$ cat src/rtl/tpm_pkg.sv
package tpm_pkg;

  typedef enum logic [1:0] {
    ST_IDLE = 2'd0,
    ST_ARM  = 2'd1,
    ST_HALF = 2'd2,
    ST_FULL = 2'd3
  } tpm_state_e;

  function automatic int div_ratio(input int sel);
    return 1 << sel;
  endfunction

endpackage

$ cat src/rtl/tpm_sync_edge.sv
module tpm_sync_edge #(
  parameter int NCH = 8
) (
  input  logic           clk,
  input  logic           rst_n,
  input  logic [NCH-1:0] tach_i,
  output logic [NCH-1:0] rise_o
);

  logic [NCH-1:0] meta_q;
  logic [NCH-1:0] sync_q;
  logic [NCH-1:0] prev_q;

  always_ff @(posedge clk or negedge rst_n) begin
    if (!rst_n) begin
      meta_q <= '0;
      sync_q <= '0;
      prev_q <= '0;
    end else begin
      meta_q <= tach_i;
      sync_q <= meta_q;
      prev_q <= sync_q;
    end
  end

  assign rise_o = sync_q & ~prev_q;

  for (genvar k = 0; k < NCH; k++) begin : g_chk

    rise_single_chk: assert property (@(posedge clk) disable iff (!rst_n)
      rise_o[k] |=> !rise_o[k]);
  end

endmodule

$ cat src/rtl/tpm_window.sv
module tpm_window
  import tpm_pkg::*;
#(
  parameter int NCH  = 8,
  parameter int CW   = 8,
  parameter int SELW = 2,
  parameter int CHW  = (NCH > 1) ? $clog2(NCH) : 1
) (
  input  logic              clk,
  input  logic              rst_n,
  input  logic              ref_tick_i,
  input  logic [NCH-1:0]    rise_i,
  input  logic [NCH-1:0]    en_i,
  input  logic [SELW*NCH-1:0] div_sel_i,
  output logic              wr_en_o,
  output logic [CHW-1:0]    wr_ch_o,
  output logic [CW-1:0]     wr_val_o
);

  localparam int DIV_MAX = 1 << ((1 << SELW) - 1);
  localparam int PW      = (DIV_MAX > 1) ? $clog2(DIV_MAX) : 1;
  localparam logic [CW-1:0] CFULL = '1;
  localparam logic [CW-1:0] CNEAR = CFULL - CW'(1);

  tpm_state_e     state_q, state_d;
  logic [CHW-1:0] cur_q, cur_d;
  logic [CW-1:0]  cnt_q, cnt_d;
  logic [PW-1:0]  pre_q, pre_d;

  logic [CHW-1:0]  nxt_ch;
  logic            any_en;
  logic            cur_en;
  logic            cur_rise;
  logic [SELW-1:0] cur_sel;
  logic [PW-1:0]   div_m1;
  logic            step;
  logic            sat_hit;
  logic            adv;

  assign any_en   = |en_i;
  assign cur_en   = en_i[cur_q];
  assign cur_rise = rise_i[cur_q];
  assign cur_sel  = div_sel_i[cur_q*SELW +: SELW];
  assign div_m1   = PW'(div_ratio(int'(cur_sel)) - 1);
  assign step     = ref_tick_i && (pre_q == div_m1);
  assign sat_hit  = step && (cnt_q == CNEAR);

  // next enabled channel after the current one, wrapping
  always_comb begin
    logic found;
    found  = 1'b0;
    nxt_ch = cur_q;
    for (int i = 1; i <= NCH; i++) begin
      if (!found && en_i[(int'(cur_q) + i) % NCH]) begin
        found  = 1'b1;
        nxt_ch = CHW'((int'(cur_q) + i) % NCH);
      end
    end
  end

  always_comb begin
    state_d  = state_q;
    cur_d    = cur_q;
    cnt_d    = cnt_q;
    pre_d    = pre_q;
    wr_en_o  = 1'b0;
    wr_val_o = cnt_q;
    adv      = 1'b0;

    if (state_q == ST_IDLE) begin
      adv = any_en;
    end else if (!cur_en) begin
      adv = 1'b1;
    end else if (cur_rise && state_q == ST_ARM) begin
      state_d = ST_HALF;
      cnt_d   = '0;
      pre_d   = '0;
    end else if (cur_rise && state_q == ST_FULL) begin
      wr_en_o  = 1'b1;
      wr_val_o = cnt_q;
      adv      = 1'b1;
    end else if (sat_hit) begin
      wr_en_o  = 1'b1;
      wr_val_o = CFULL;
      adv      = 1'b1;
    end else begin
      if (cur_rise) state_d = ST_FULL;
      if (ref_tick_i) begin
        if (step) begin
          pre_d = '0;
          cnt_d = cnt_q + CW'(1);
        end else begin
          pre_d = pre_q + PW'(1);
        end
      end
    end

    if (adv) begin
      if (any_en) begin
        cur_d   = nxt_ch;
        state_d = ST_ARM;
        cnt_d   = '0;
        pre_d   = '0;
      end else begin
        state_d = ST_IDLE;
      end
    end
  end

  assign wr_ch_o = cur_q;

  always_ff @(posedge clk or negedge rst_n) begin
    if (!rst_n) begin
      state_q <= ST_IDLE;
      cur_q   <= CHW'(NCH - 1);
      cnt_q   <= '0;
      pre_q   <= '0;
    end else begin
      state_q <= state_d;
      cur_q   <= cur_d;
      cnt_q   <= cnt_d;
      pre_q   <= pre_d;
    end
  end


  wr_enabled_chk: assert property (@(posedge clk) disable iff (!rst_n)
    wr_en_o |-> en_i[wr_ch_o]);


  restart_after_wr_chk: assert property (@(posedge clk) disable iff (!rst_n)
    wr_en_o |=> (state_q == ST_ARM && cnt_q == '0));


  third_edge_latch_chk: assert property (@(posedge clk) disable iff (!rst_n)
    (state_q == ST_FULL && en_i[cur_q] && rise_i[cur_q]) |-> wr_en_o);


  count_monotone_chk: assert property (@(posedge clk) disable iff (!rst_n)
    (state_q == ST_FULL && en_i[cur_q] && !rise_i[cur_q] && !wr_en_o)
      |=> (cnt_q >= $past(cnt_q)));

endmodule

$ cat src/rtl/tpm_value_bank.sv
module tpm_value_bank #(
  parameter int NCH = 8,
  parameter int CW  = 8,
  parameter int CHW = (NCH > 1) ? $clog2(NCH) : 1
) (
  input  logic              clk,
  input  logic              rst_n,
  input  logic [NCH-1:0]    en_i,
  input  logic              wr_en_i,
  input  logic [CHW-1:0]    wr_ch_i,
  input  logic [CW-1:0]     wr_val_i,
  input  logic [CW*NCH-1:0] limit_i,
  output logic [CW*NCH-1:0] count_o,
  output logic [NCH-1:0]    over_o
);

  localparam logic [CW-1:0] CFULL = '1;

  for (genvar k = 0; k < NCH; k++) begin : g_ch
    logic [CW-1:0] val_q, val_d;
    logic          hit;

    assign hit = wr_en_i && (wr_ch_i == CHW'(k));

    always_comb begin
      if (!en_i[k])  val_d = '0;
      else if (hit)  val_d = wr_val_i;
      else           val_d = val_q;
    end

    always_ff @(posedge clk or negedge rst_n) begin
      if (!rst_n) val_q <= '0;
      else        val_q <= val_d;
    end

    assign count_o[k*CW +: CW] = val_q;
    assign over_o[k] = en_i[k] &&
                       ((val_q > limit_i[k*CW +: CW]) || (val_q == CFULL));


    disabled_zero_chk: assert property (@(posedge clk) disable iff (!rst_n)
      !en_i[k] |=> (count_o[k*CW +: CW] == '0));


    value_hold_chk: assert property (@(posedge clk) disable iff (!rst_n)
      (en_i[k] && !hit) |=> (count_o[k*CW +: CW] == $past(count_o[k*CW +: CW])));


    stall_flag_chk: assert property (@(posedge clk) disable iff (!rst_n)
      (en_i[k] && count_o[k*CW +: CW] == CFULL) |-> over_o[k]);
  end

endmodule

$ cat src/rtl/tach_period_meter.sv
module tach_period_meter #(
  parameter int NCH  = 8,
  parameter int CW   = 8,
  parameter int SELW = 2
) (
  input  logic                clk,
  input  logic                rst_n,
  input  logic [NCH-1:0]      tach_i,
  input  logic                ref_tick_i,
  input  logic [NCH-1:0]      meas_en_i,
  input  logic [SELW*NCH-1:0] div_sel_i,
  input  logic [CW*NCH-1:0]   limit_i,
  output logic [CW*NCH-1:0]   count_o,
  output logic [NCH-1:0]      over_limit_o
);

  localparam int CHW = (NCH > 1) ? $clog2(NCH) : 1;

  logic [NCH-1:0] rise;
  logic           wr_en;
  logic [CHW-1:0] wr_ch;
  logic [CW-1:0]  wr_val;

  tpm_sync_edge #(.NCH(NCH)) u_sync (
    .clk    (clk),
    .rst_n  (rst_n),
    .tach_i (tach_i),
    .rise_o (rise)
  );

  tpm_window #(.NCH(NCH), .CW(CW), .SELW(SELW), .CHW(CHW)) u_window (
    .clk        (clk),
    .rst_n      (rst_n),
    .ref_tick_i (ref_tick_i),
    .rise_i     (rise),
    .en_i       (meas_en_i),
    .div_sel_i  (div_sel_i),
    .wr_en_o    (wr_en),
    .wr_ch_o    (wr_ch),
    .wr_val_o   (wr_val)
  );

  tpm_value_bank #(.NCH(NCH), .CW(CW), .CHW(CHW)) u_bank (
    .clk      (clk),
    .rst_n    (rst_n),
    .en_i     (meas_en_i),
    .wr_en_i  (wr_en),
    .wr_ch_i  (wr_ch),
    .wr_val_i (wr_val),
    .limit_i  (limit_i),
    .count_o  (count_o),
    .over_o   (over_limit_o)
  );

endmodule

$ cat config.mk
export PLATFORM = sky130hd
export DESIGN_NAME = tach_period_meter
export DESIGN_NICKNAME = d
export VERILOG_FILES = /design/src/rtl/tpm_pkg.sv /design/src/rtl/tpm_sync_edge.sv /design/src/rtl/tpm_window.sv /design/src/rtl/tpm_value_bank.sv /design/src/rtl/tach_period_meter.sv
export SDC_FILE = /design/constraint.sdc
export NUM_CORES = 1
export LEC_CHECK = 0
export BUFFER_PORTS_ARGS = -buffer_cell sky130_fd_sc_hd__buf_2
export CELL_PAD_IN_SITES_DETAIL_PLACEMENT = 0
export CELL_PAD_IN_SITES_GLOBAL_PLACEMENT = 1
export CORE_AREA = 2 2 133 135
export CTS_CLUSTER_DIAMETER = 150
export DETAILED_ROUTE_END_ITERATION = 12
export DIE_AREA = 0 0 135 137
export PLACE_DENSITY = 0.94
export SYNTH_ARGS = -nofsm -noshare
export SYNTH_HDL_FRONTEND = slang
export SYNTH_HIERARCHICAL = 1
export SYNTH_SLANG_ARGS = --single-unit
$ cat constraint.sdc
create_clock -name clk -period 8.7 [get_ports clk]
set_input_delay 1.74 -clock clk [delete_from_list [all_inputs] [get_ports clk]]
set_output_delay 1.74 -clock clk [all_outputs]
set_load 0.02 [all_outputs]
=== Yosys cells after proc, flatten, opt, wreduce, memory -nomap -nowiden ===
Cells that the tools add are included.

* $add $sub $neg: 11
* $lt $le $gt $ge: 17
* Equality and inequality tests: 30
* Shift-type cells: 2
* Muxes and demuxes: 97
* Bitwise gates (word level): 10
* Reduce and logical (&&, ||, !) cells: 58

{| class="wikitable"
|+ Operator list
! operator !! count
|-
| $mux 8 || 30
|-
| $eq 8x8->1 const B || 9
|-
| $gt 8x8->1 || 8
|-
| $mux 3 || 17
|-
| $lt 4x5->1 const B || 8
|-
| $mux 1 || 33
|-
| $bmux 1 s3 || 10
|-
| $logic_and 1x1->1 || 27
|-
| $reduce_or 3->1 || 8
|-
| $ne 2x1->1 const B || 9
|-
| $shiftx 16x5->2 || 1
|-
| $mux 2 || 7
|-
| $add 3x3->3 const B || 4
|-
| $eq 3x3->1 const B || 4
|-
| $add 3x1->3 const B || 3
|-
| $add 8x1->8 const B || 1
|-
| $and 1x1->1 const A || 8
|-
| $and 8x8->8 || 1
|-
| $logic_or 1x1->1 || 8
|-
| $not 8->8 || 1
|-
| $reduce_bool 8->1 || 1
|-
| $reduce_or 8->1 || 1
|-
| $logic_not 1->1 || 7
|-
| $add 3x2->3 const B || 2
|-
| other kinds (16) || 17
|}

* Flip-flop bits (word level): 104
* Word-level logic and storage cells: 240

=== Depth between registers and ports, before layout ===
* Word-level depth: 29
* Depth in mapped cells: 14
* Depth with buffers taken out: 11

=== Modules after synthesis ===
Netlist, hierarchy kept.

{| class="wikitable"
|+ Modules (own cells, without submodules)
! module !! times used !! cells an instance !! area each (um2) !! sequential area each (um2)
|-
| tpm_value_bank || 1 || 539 || 4,586.9 || 1,601.5
|-
| tpm_window || 1 || 262 || 2,290.9 || 404.1
|-
| tpm_sync_edge || 1 || 32 || 710.7 || 600.6
|}

=== Worst setup path before layout ===
Ideal clock, no wire load.

* Path type: in2out
* From: in limit_i[1]
* To: out over_limit_o[0]
* Arrival time: 2,798 ps
* Required time: 6,960 ps
* Path slack: 4,162 ps
* Stages on the path: 6
* Buffers on the path: 0
* Cells stage by stage: inv_1 -> ha_1 -> nor2b_1 -> o211ai_1 -> a21oi_1 -> o311a_1

* Word-level cells in the longest chain between the ends: 3

{| class="wikitable"
|+ RTL lines
! what !! RTL line !! RTL
|-
| start: declaration || tach_period_meter.sv:12 || <nowiki>input logic [CW*NCH-1:0] limit_i,</nowiki>
|-
| $gt 8x8->1 || tpm_value_bank.sv:38 || <nowiki>((val_q > limit_i[k*CW +: CW]) || (val_q == CFULL));</nowiki>
|-
| $logic_or 1x1->1 || tpm_value_bank.sv:38 ||
|-
| $logic_and 1x1->1 || tpm_value_bank.sv:37 || <nowiki>assign over_o[k] = en_i[k] &&</nowiki>
|-
| end: declaration || tach_period_meter.sv:14 || <nowiki>output logic [NCH-1:0] over_limit_o</nowiki>
|}

No other way between the ends.

=== Worst setup path in the final report ===
* From: in limit_i[33]
* To: out over_limit_o[4]

The elaborated chain is that of the path after synthesis.

==> impl_metrics.csv <==
group,metric,value,unit
status,status,"finished, final reports clean",
finish,diodes,0,
yosys,ys_warn_count,6,
timing,finalSetupViolCount,0,
yosys,ys_seq_elements,104,
global_routing,grt_pass1_vias,6154,
timing,hold_viol_final,0,
place,place_congestion,0.8758,
detailed_routing,viasPerCell,5.385,
worst_setup_path,endpoint_kind,"output port",
place,dpl_worst_slack,3.637,ns
timing,worst_slack,3.917,ns
power_and_ir_drop,p_int,1.092,mW
place,dpl.hpwl,13.55,mm
cts,clock_latency,0.35,ns
cts,cts.clk_slew.worst_paths,0.06,ns
power_and_ir_drop,power_frac_clock,20.0,%
worst_setup_path,r2r_slack,4.15,ns
worst_setup_path,worstPathArrival,3.04,ns
floorplanning,core,17060,um^2
worst_setup_path,crit_required,6.96,ns
global_routing,antenna_found_initial,0,
yosys,synthFlopType,"dfrtp_1",
timing,relSlewSlack,39.13,%
yosys,synth_edf_count,0,
floorplanning,num_io_pins,171,
yosys,avgSynthCellArea,9.110,um^2
detailed_routing,ant_nets,0,
global_routing,grt_pass1_wl,30.73,mm
yosys,ys_top_cells_by_area,"dfrtp_1 33%, ha_1 11%, nand2_1 7.9%, a21boi_0 4.9%, mux4_2 3.6%",
power_and_ir_drop,p_sw_share,40.82,%
power_and_ir_drop,powerDensity,209.5,nW/um^2
cts,cts_tree,"built",
cts,ctsResizeCount,0,
finish,drive_gt1_share,25.05,%
yosys,yosys.area.top_type,"dfrtp_1",
worst_setup_path,startpoint,"limit_i[33]",
yosys,synth_top_area_share,33.31,%
timing,setup_tns,0,ns
yosys,yosysSeqAreaShare,34.34,%
yosys,yosysUniqueCellTypes,81,
global_routing,grt_util_all_layers,20.66,%
cts,root_buffer,"clkbuf_16",
job,maxCapViolCount,0,
yosys,yosys.cell_count.top_type,"nand2_1",
global_routing,use_met3,3.259,%
timing,fin_skew,0.007435,ns
global_routing,overflow,0,
global_routing,grt_util_met2,34.72,%
power_and_ir_drop,p_comb_share,46.3,%
yosys,ys_async_sr_fraction,100.0,%
global_routing,grt_max_degree,72,
detailed_routing,routed_wl,18.70,mm
hold_path,hold_start,"u_sync/meta_q[4]",
detailed_routing,vias,6500,
worst_setup_path,r2r-start,"u_window/wr_ch_o[0]",
place,io_buffers,170,
cts,htreeDepth,3,
timing,fin_crit,4.783,ns
cts,clk_path_buf_depth,2,
power_and_ir_drop,ir_drop,0.1533,mV
timing,slew_viol_final,0,
floorplanning,rows,48,
detailed_routing,wl_per_cell,15.49,um
timing,worstMarginPinSlew,0.9131,ns
yosys,syn-cell-area,7589,um^2
cts,holdBufCountCts,0,
worst_setup_path,start_kind,"primary input",
floorplanning,start_util,44.49,%
timing,rsz0062_at_grt,"no",
cts,clock_sinks,104,
floorplanning,die_w,135,um
power_and_ir_drop,p_sw,0.7533,mW
worst_setup_path,cp_max_fo,2,
floorplanning,chipHeight,137,um
global_routing,grtUsageMet1,27.35,%
detailed_routing,drt_first_pass_iters,5,
yosys,postSynthCellCount,833,
global_routing,grt.busiest_layer,"met2",
cts,cts_inserted_buffers,9,
timing,hold_slack,0.3474,ns
yosys,synth_nets,1001,
finish,utilization,51.63,%
detailed_routing,drtIter0Drc,385,
finish,area_growth,16.04,%
hold_path,min_path_type,"reg -> reg",
floorplanning,die-area,18500,um^2
finish,nNetsFinal,1147,
timing,timing.fmax,209.1,MHz
power_and_ir_drop,p_seq_share,33.6,%
worst_setup_path,crit_type,"in -> out",
timing,fin_crit_sh,54.98,%
cts,postCtsSetupBuffers,0,
power_and_ir_drop,power.leakage,4.283,nW
detailed_routing,route.detailed.drc,0,
yosys,yosys-top-cells-count,"160 x nand2_1, 101 x dfrtp_1, 70 x inv_1",
## final timing paths
check                           depth (start not counted)                      end
worst max-delay path                                    8          over_limit_o[4]
worst min-delay path                                    0         u_sync/sync_q[4]
worst max register to register                         10      u_window/wr_ch_o[2]
worst min register to register                          0         u_sync/sync_q[4]
max in group asynchronous                               2  u_bank/g_ch[1].val_q[1]
min in group asynchronous                               1        u_window/cnt_q[2]
## sequential cells by signal, summed over array words and instances, names as in the netlist
signal	count
u_window/wr_ch_o	3
u_window/pre_q	3
u_sync/sync_q	8
u_window/cnt_q	8
u_sync/prev_q	8
u_sync/meta_q	8
u_bank/g_ch.val_q	64
u_window/state_q	2
## metal layers
| metal | share of wire, % | up-vias |
|---|---|---|
| li1 | - | 3223 |
| met1 | 45 | 3063 |
| met2 | 48 | 192 |
| met3 | 5.5 | 22 |
| met4 | 1.7 | 0 |
| met5 | 0 | - |
## layout by cell type, fill, tap and decap left out, types with 3 or more instances in the layout
cell,instances
o211ai_1,14
nor3_1,3
nor2b_1,12
o21ai_0,14
and3_2,3
nor2_1,35
nor2b_4,8
nor2_4,5
a21oi_1,43
nand4_1,38
xor2_1,9
xnor2_1,4
dfrtp_1,101
mux2i_1,18
nand2b_1,6
dfstp_2,3
clkbuf_16,9
ha_1,69
a211oi_1,3
a21boi_0,50
or3_1,8
nand2_4,3
a21boi_1,15
inv_1,70
mux4_2,12
nand2_1,160
buf_2,169
and2_1,4
and3b_1,3
o22ai_1,3
o311a_1,10
nand3_1,9
## power groups by stage
| stage | Sequential, mW | Combinational, mW | Clock [mW] |
|---|---|---|---|
| 3_3_place_gp | 0.626 | 0.836 | 0 |
| 5_1_grt | 0.632 | 0.947 | 0.394 |
| 6_report | 0.621 | 0.855 | 0.370 |
| 3_5_place_dp | 0.631 | 0.843 | 0 |
| 2_1_floorplan | 0.540 | 0.773 | 0 |
| 4_1_cts | 0.621 | 0.848 | 0.379 |
## kinds of logic after synthesis
kind of cell	after synthesis	share of synthesized area, %
and+or+nand+nor	323	22.42
AOI/OAI and AO/OA	180	16.92
buffers and inverters	107	5.968
DFF	104	34.34
adders and majority gates	69	11.38
muxes	37	7.469
xor gates and xnor gates	13	1.500
## per-stage QoR
stage          std cells  total power [mW]  instance area, um^2
2_1_floorplan        833             1.313                 7589
3_3_place_gp        1193             1.463                 8544
3_5_place_dp        1193             1.474                 8544
4_1_cts             1207             1.848                 8806
5_1_grt             1207             1.973                 8806
6_report            1207             1.845                 8806
## critical path, stage by stage
cell and delay [ns]:
buf_2 0.08, inv_1 0.04, ha_1 0.29, nor2b_1 0.13, o211ai_1 0.15, a21oi_1 0.09, o311a_1 0.35, buf_2 0.17
## final cells by class
type                    count  area [um^2]
well taps                 225        281.5
fillers                  1607         8250
multi-input cells         622         4529
inverters                  71        266.5
clock buffers              10        229.0
flip-flops and latches    104         2606
clock inverters             4        32.53
repair buffers            171        860.8
Power figures use the tool's default switching activity.
